$ cat src/rtl/irq_route_pkg.sv
package irq_route_pkg;
  localparam int unsigned N_PIRQ  = 8;
  localparam int unsigned N_PIC   = 16;
  localparam int unsigned N_APIC  = N_PIC + N_PIRQ;
  localparam int unsigned ADDR_W  = 4;
  localparam int unsigned DATA_W  = 8;
  localparam int unsigned IRQ_W   = 5;
  localparam int unsigned DIS_BIT = DATA_W - 1;
  localparam int unsigned SEL_W   = 3;
  localparam int unsigned IDX_W   = $clog2(N_PIRQ);

  localparam logic [ADDR_W-1:0] SEL_ADDR = ADDR_W'(N_PIRQ);
  localparam logic [DATA_W-1:0] ROUT_RST = 8'h80;
  localparam logic [DATA_W-1:0] SEL_RST  = 8'h00;

  // one-hot SCI target over the advanced inputs, zero for reserved codes
  function automatic logic [N_APIC-1:0] sci_target(input logic [SEL_W-1:0] sel);
    logic [N_APIC-1:0] v;
    v = '0;
    case (sel)
      3'd0: v[9]  = 1'b1;
      3'd1: v[10] = 1'b1;
      3'd2: v[11] = 1'b1;
      3'd4: v[20] = 1'b1;
      3'd5: v[21] = 1'b1;
      default: v = '0;
    endcase
    return v;
  endfunction
endpackage

$ cat src/rtl/irq_route_cfg.sv
module irq_route_cfg
  import irq_route_pkg::*;
(
  input  logic                          clk_i,
  input  logic                          rst_ni,
  input  logic                          we_i,
  input  logic [ADDR_W-1:0]             addr_i,
  input  logic [DATA_W-1:0]             wdata_i,
  output logic [DATA_W-1:0]             rdata_o,
  output logic [N_PIRQ-1:0][DATA_W-1:0] rt_o,
  output logic [DATA_W-1:0]             sel_o,
  output logic                          chg_o
);
  logic [N_PIRQ-1:0][DATA_W-1:0] rt_q;
  logic [DATA_W-1:0]             sel_q;
  logic                          chg_q;
  logic                          rt_hit;

  assign rt_hit = addr_i < SEL_ADDR;

  always_ff @(posedge clk_i or negedge rst_ni) begin
    if (!rst_ni) begin
      for (int p = 0; p < N_PIRQ; p++) rt_q[p] <= ROUT_RST;
      sel_q <= SEL_RST;
      chg_q <= 1'b0;
    end else begin
      chg_q <= we_i && rt_hit;
      if (we_i && rt_hit)             rt_q[addr_i[IDX_W-1:0]] <= wdata_i;
      else if (we_i && addr_i == SEL_ADDR) sel_q <= wdata_i;
    end
  end

  always_comb begin
    if (rt_hit)                rdata_o = rt_q[addr_i[IDX_W-1:0]];
    else if (addr_i == SEL_ADDR) rdata_o = sel_q;
    else                       rdata_o = '0;
  end

  assign rt_o  = rt_q;
  assign sel_o = sel_q;
  assign chg_o = chg_q;
endmodule

$ cat src/rtl/irq_route_pic.sv
module irq_route_pic
  import irq_route_pkg::*;
(
  input  logic [N_PIRQ-1:0]             pirq_i,
  input  logic [N_PIRQ-1:0][DATA_W-1:0] rt_i,
  input  logic                          sci_i,
  input  logic [N_PIC-1:0]              sci_tgt_i,
  output logic [N_PIC-1:0]              pic_o
);
  for (genvar k = 0; k < N_PIC; k++) begin : g_line
    logic hit;
    always_comb begin
      hit = sci_i & sci_tgt_i[k];
      for (int p = 0; p < N_PIRQ; p++) begin
        // 5-bit compare: numbers 16..31 never match a legacy line
        if (!rt_i[p][DIS_BIT] && rt_i[p][IRQ_W-1:0] == IRQ_W'(k) && pirq_i[p])
          hit = 1'b1;
      end
    end
    assign pic_o[k] = hit;
  end
endmodule

$ cat src/rtl/irq_route_apic.sv
module irq_route_apic
  import irq_route_pkg::*;
(
  input  logic [N_PIRQ-1:0] pirq_i,
  input  logic              sci_i,
  input  logic [N_APIC-1:0] sci_tgt_i,
  output logic [N_APIC-1:0] apic_o
);
  for (genvar g = 0; g < N_APIC; g++) begin : g_gsi
    if (g >= N_PIC) begin : g_shared
      assign apic_o[g] = pirq_i[g-N_PIC] | (sci_i & sci_tgt_i[g]);
    end else begin : g_low
      assign apic_o[g] = sci_i & sci_tgt_i[g];
    end
  end
endmodule

$ cat src/rtl/irq_route_top.sv
module irq_route_top
  import irq_route_pkg::*;
(
  input  logic              clk_i,
  input  logic              rst_ni,
  input  logic [N_PIRQ-1:0] pirq_i,
  input  logic              sci_i,
  input  logic              cfg_we_i,
  input  logic [ADDR_W-1:0] cfg_addr_i,
  input  logic [DATA_W-1:0] cfg_wdata_i,
  output logic [DATA_W-1:0] cfg_rdata_o,
  output logic [N_PIC-1:0]  pic_irq_o,
  output logic [N_APIC-1:0] apic_irq_o,
  output logic              route_chg_o
);
  logic [N_PIRQ-1:0][DATA_W-1:0] rt;
  logic [DATA_W-1:0]             sci_sel;
  logic [N_APIC-1:0]             sci_tgt;
  logic                          sci_q;

  // stored SCI level; equal levels leave it untouched
  always_ff @(posedge clk_i or negedge rst_ni) begin
    if (!rst_ni)           sci_q <= 1'b0;
    else if (sci_i != sci_q) sci_q <= sci_i;
  end

  assign sci_tgt = sci_target(sci_sel[SEL_W-1:0]);

  irq_route_cfg u_cfg (
    .clk_i   (clk_i),
    .rst_ni  (rst_ni),
    .we_i    (cfg_we_i),
    .addr_i  (cfg_addr_i),
    .wdata_i (cfg_wdata_i),
    .rdata_o (cfg_rdata_o),
    .rt_o    (rt),
    .sel_o   (sci_sel),
    .chg_o   (route_chg_o)
  );

  irq_route_pic u_pic (
    .pirq_i    (pirq_i),
    .rt_i      (rt),
    .sci_i     (sci_q),
    .sci_tgt_i (sci_tgt[N_PIC-1:0]),
    .pic_o     (pic_irq_o)
  );

  irq_route_apic u_apic (
    .pirq_i    (pirq_i),
    .sci_i     (sci_q),
    .sci_tgt_i (sci_tgt),
    .apic_o    (apic_irq_o)
  );
endmodule

$ cat config.mk
export PLATFORM = sky130hd
export DESIGN_NAME = irq_route_top
export DESIGN_NICKNAME = d
export VERILOG_FILES = /design/src/rtl/irq_route_pkg.sv /design/src/rtl/irq_route_cfg.sv /design/src/rtl/irq_route_pic.sv /design/src/rtl/irq_route_apic.sv /design/src/rtl/irq_route_top.sv
export SDC_FILE = /design/constraint.sdc
export NUM_CORES = 1
export LEC_CHECK = 0
export BUFFER_PORTS_ARGS = -buffer_cell sky130_fd_sc_hd__buf_4
export CAP_MARGIN = 30
export CELL_PAD_IN_SITES_DETAIL_PLACEMENT = 2
export CELL_PAD_IN_SITES_GLOBAL_PLACEMENT = 2
export CORE_UTILIZATION = 30
export DETAILED_ROUTE_END_ITERATION = 6
export PLACE_DENSITY_LB_ADDON = 0.1
export SETUP_SLACK_MARGIN = 0.05
export SYNTH_ARGS = -nofsm -noshare
export SYNTH_HDL_FRONTEND = slang
export SYNTH_SLANG_ARGS = --single-unit
$ cat constraint.sdc
create_clock -name clk_i -period 2.3 [get_ports clk_i]
set_input_delay 0.23 -clock clk_i [delete_from_list [all_inputs] [get_ports clk_i]]
set_output_delay 0.23 -clock clk_i [all_outputs]
set_load 0.02 [all_outputs]
==> flow_summary.rst <==
.. list-table::
   :header-rows: 1

   * - Metric
     - Value
   * - Clock slew seen by the registers of the worst setup and hold paths
     - 0.06 ns
   * - First-pass iteration count of the detailed router
     - 4
   * - Leading cell type in the layout, fill and taps excluded
     - buf_4
   * - Final antenna-violating net count
     - 0
   * - Violations in the final reports
     - setup timing
   * - Endpoint of the lowest-slack register-to-register path
     - u_cfg.rt_o[2]
   * - Headroom to the max-slew limit
     - 0.477
   * - Starting density of the core
     - 0.309
   * - Boundary pin count
     - 73
   * - Horiz. Die Dim
     - 133 um
   * - CTS tree
     - yes
   * - Worst slack after detailed placement
     - 0.105 ns
   * - Clock latency on the worst-skew pair
     - 0.32 ns
   * - Number of vias per cell after detailed routing
     - 5.59
   * - Crit-path slowest cell
     - or4_4
   * - Layout cells sized above 1
     - 0.520
   * - Clock tree skew after final layout
     - 0 ns
   * - Worst setup EP type
     - primary output
   * - Final cycle utilization of the critical path
     - 1.05
   * - Required time of the critical path
     - 2.07 ns
   * - WP depth
     - 5
   * - Worst setup path start
     - u_cfg.rt_o[47]
   * - Die height
     - 133 um
   * - Maximum capacitance violations
     - 0
   * - Classification of the worst setup path
     - flip-flop to primary output
   * - Worst endpoint data arrival time
     - 2.20 ns
   * - Setup repair after global routing missed its margin
     - yes
   * - Flip-flop and latch count after synthesis
     - 74
   * - Cells along the critical path
     - nand3b_1 -> nor3_2 -> a2111o_1 -> or4_4 -> buf_6
   * - Worst Hold Path Cells
     - 2
   * - Total wire length
     - 21800 um
   * - Total instance count after detailed placement
     - 782
   * - Ranking of synthesized cells by area
     - dfrtp_1, mux2_2, buf_4
   * - Critical Path End
     - pic_irq_o[14]
   * - Slowest stage delay, CP
     - 0.53 ns
   * - Final worst path period need
     - 2.43 ns
   * - H-tree Lvls
     - 3
   * - Crit path launch type
     - flip-flop
   * - Final estimated routing congestion in global placement
     - 0.939
   * - CTS sink count
     - 74
   * - Count of antenna diodes in the layout
     - 0
   * - Slew @ Worst Pin
     - 0.781 ns
   * - Largest net degree at the start of global routing
     - 42
   * - Sequential fraction of the synthesis area
     - 0.361
   * - Iter 0 DRT Violations
     - 216
   * - Root Buffer
     - clkbuf_16
   * - Setup ws final
     - -0.126 ns
   * - Family with the most delay on the worst path
     - simple AND/OR/NAND/NOR gates
   * - P per Cell Area
     - 827 nW/um2
   * - Yosys warnings
     - 0
   * - Peak fanout along the critical path
     - 2
   * - Post-synthesis cell type with the largest combined area
     - dfrtp_1
   * - Port bufs
     - 59
   * - Run status
     - complete, but fails checks
   * - Mapped Area
     - 5150 um2
   * - Average wire per standard cell
     - 26.4 um
   * - Global-route usage over all layers
     - 0.253
   * - Initial antenna violation count
     - 0
   * - Leakage
     - 2.79 nW
   * - Number of different library cells in the post-synthesis netlist
     - 62
   * - Number of instances in the synthesized netlist
     - 509
   * - Maximum operating frequency
     - 0.412 GHz
   * - Fraction of post-synthesis cell area in the top cell type by area
     - 0.321
   * - Dpl hpwl
     - 16900 um
   * - Mean instance size in the synthesized netlist
     - 10.1 um2
   * - Post-synth ARST share
     - 1.00
   * - Final Util
     - 0.409
   * - Final-report hold violation count
     - 0
   * - Top library cells by usage in the layout, fill and taps aside
     - buf_4, mux2_2, dfrtp_1
   * - Number of max-slew violations in the final report
     - 0
   * - DRC violations left
     - 0
   * - Number of buffers added by the clock tree synthesis step
     - 9
   * - Overflow left after global routing
     - 0
   * - Non-filler cells, final
     - 826
   * - First-pass GRT wire length
     - 32600 um
   * - Count of flip-flops with a built-in enable after synthesis
     - 0
   * - Worst ir drop on vdd
     - 0.000438 V
   * - Area growth, synth to finish
     - 32.6%
   * - Critical register-to-register path startpoint
     - u_cfg.rt_o[2]
   * - Worst R2R Setup Slack
     - 1.18 ns
   * - Std-Cell Rows
     - 47
   * - Area inside the core boundary
     - 16700 um2
   * - Type of the worst min-delay path
     - input port to flip-flop
   * - Clock Path Buffers
     - 2
   * - Total number of vias
     - 4615
   * - Total die area
     - 17700 um2
   * - Final setup vio count
     - 7
   * - Net count reported at finish
     - 625
   * - Bufs and invs on worst path
     - 1
   * - Dominant synthesized flop cell
     - dfrtp_1
   * - Cells on worst reg2reg path
     - 2
   * - Via count of the first global-routing pass
     - 4967
[timing repair]
item	CTS	global route
hold buffers	2	0
gates resized for setup	60	47
setup endpoints to repair	16	15
endpoints found under the hold margin	30	0
setup buffers	15	11
pin swaps	22	22
[sequential cells by signal, indices dropped and copies added (netlist names)]
register     cells
sci_q            1
u_cfg.chg_o      1
u_cfg.sel_o      8
u_cfg.rt_o      64
[cell type report]
type / instances / area [um2]
clock buffers: 12 / 236
clock inverters: 4 / 20.0
fillers: 1759 / 9870
inverters: 3 / 11.3
multi-input cells: 386 / 3370
flip-flops and latches: 74 / 1870
well taps: 220 / 275
repair buffers: 127 / 1050
[worst min path at each step]
stage	start	to	slack, ns
after global placement	rst_ni	u_cfg.sel_o[7]	0.22
after floorplan	rst_ni	sci_q	-0.07
final	cfg_we_i	u_cfg.chg_o	0.20
after detailed placement	rst_ni	u_cfg.sel_o[7]	0.22
after global routing	cfg_we_i	u_cfg.chg_o	0.18
after CTS	cfg_we_i	u_cfg.chg_o	0.18
[through the flow]
stage | TNS [ns] | instance area [um2] | total power, mW | hold WS [ns]
finish | -0.341 | 6830 | 5.65 | 0.199
global route | -0.925 | 6830 | 5.95 | 0.181
CTS | -0.290 | 6530 | 5.48 | 0.184
detailed placement | 0 | 5850 | 3.98 | 0.222
global placement | 0 | 5850 | 3.90 | 0.223
floorplan | 0 | 5200 | 3.14 | -0.0656
[metal layers]
layer | vias up | global-route usage | share of wire
li1 | 2083 | - | -
met1 | 2384 | 0.326 | 0.44
met2 | 108 | 0.424 | 0.49
met3 | 40 | 0.0222 | 0.025
met4 | 0 | 0.129 | 0.050
met5 | - | 0 | 0
[cell usage after synthesis (3+ instances only)]
master	number
mux4_2	7
o31a_1	5
buf_2	11
nor4_1	8
o32ai_1	4
nand2_1	25
buf_4	37
a21oi_1	10
nor3b_1	7
a2111oi_0	3
nand3b_1	13
clkbuf_1	9
or2_2	3
nand4_1	8
o2111ai_1	8
or3_1	12
mux2i_1	16
nand2b_1	20
or4_1	12
a211oi_1	5
o22ai_1	4
dfrtp_1	66
nor2b_1	9
a211o_1	4
nor2_1	17
o21ai_0	9
inv_1	3
mux2_2	71
dfstp_2	8
nand3_1	23
nor3_1	32
[worst register-to-register path: cells and delay by family, from the launching register on]
kind / cells / cell delay [ns]
DFF: 1 / 0.50
muxes: 1 / 0.27
buffers and inverters: 1 / 0.23
[report_power, final]
group	leakage [nW]	switching, mW	internal (mW)
Combinational	1.77	1.25	1.14
Sequential	0.884	0.396	1.63
Clock	0.130	0.508	0.723
Total	2.79	2.16	3.49
[kinds of logic after synthesis]
logic type | after synthesis | synth area share
multiplexers | 94 | 0.217
other | 1 | 0.000728
AND/OR/NAND/NOR | 209 | 0.242
AO/OA/AOI/OAI | 70 | 0.104
flip-flops | 74 | 0.361
buffers and inverters | 61 | 0.0755
(Power assumes the default switching activity.)
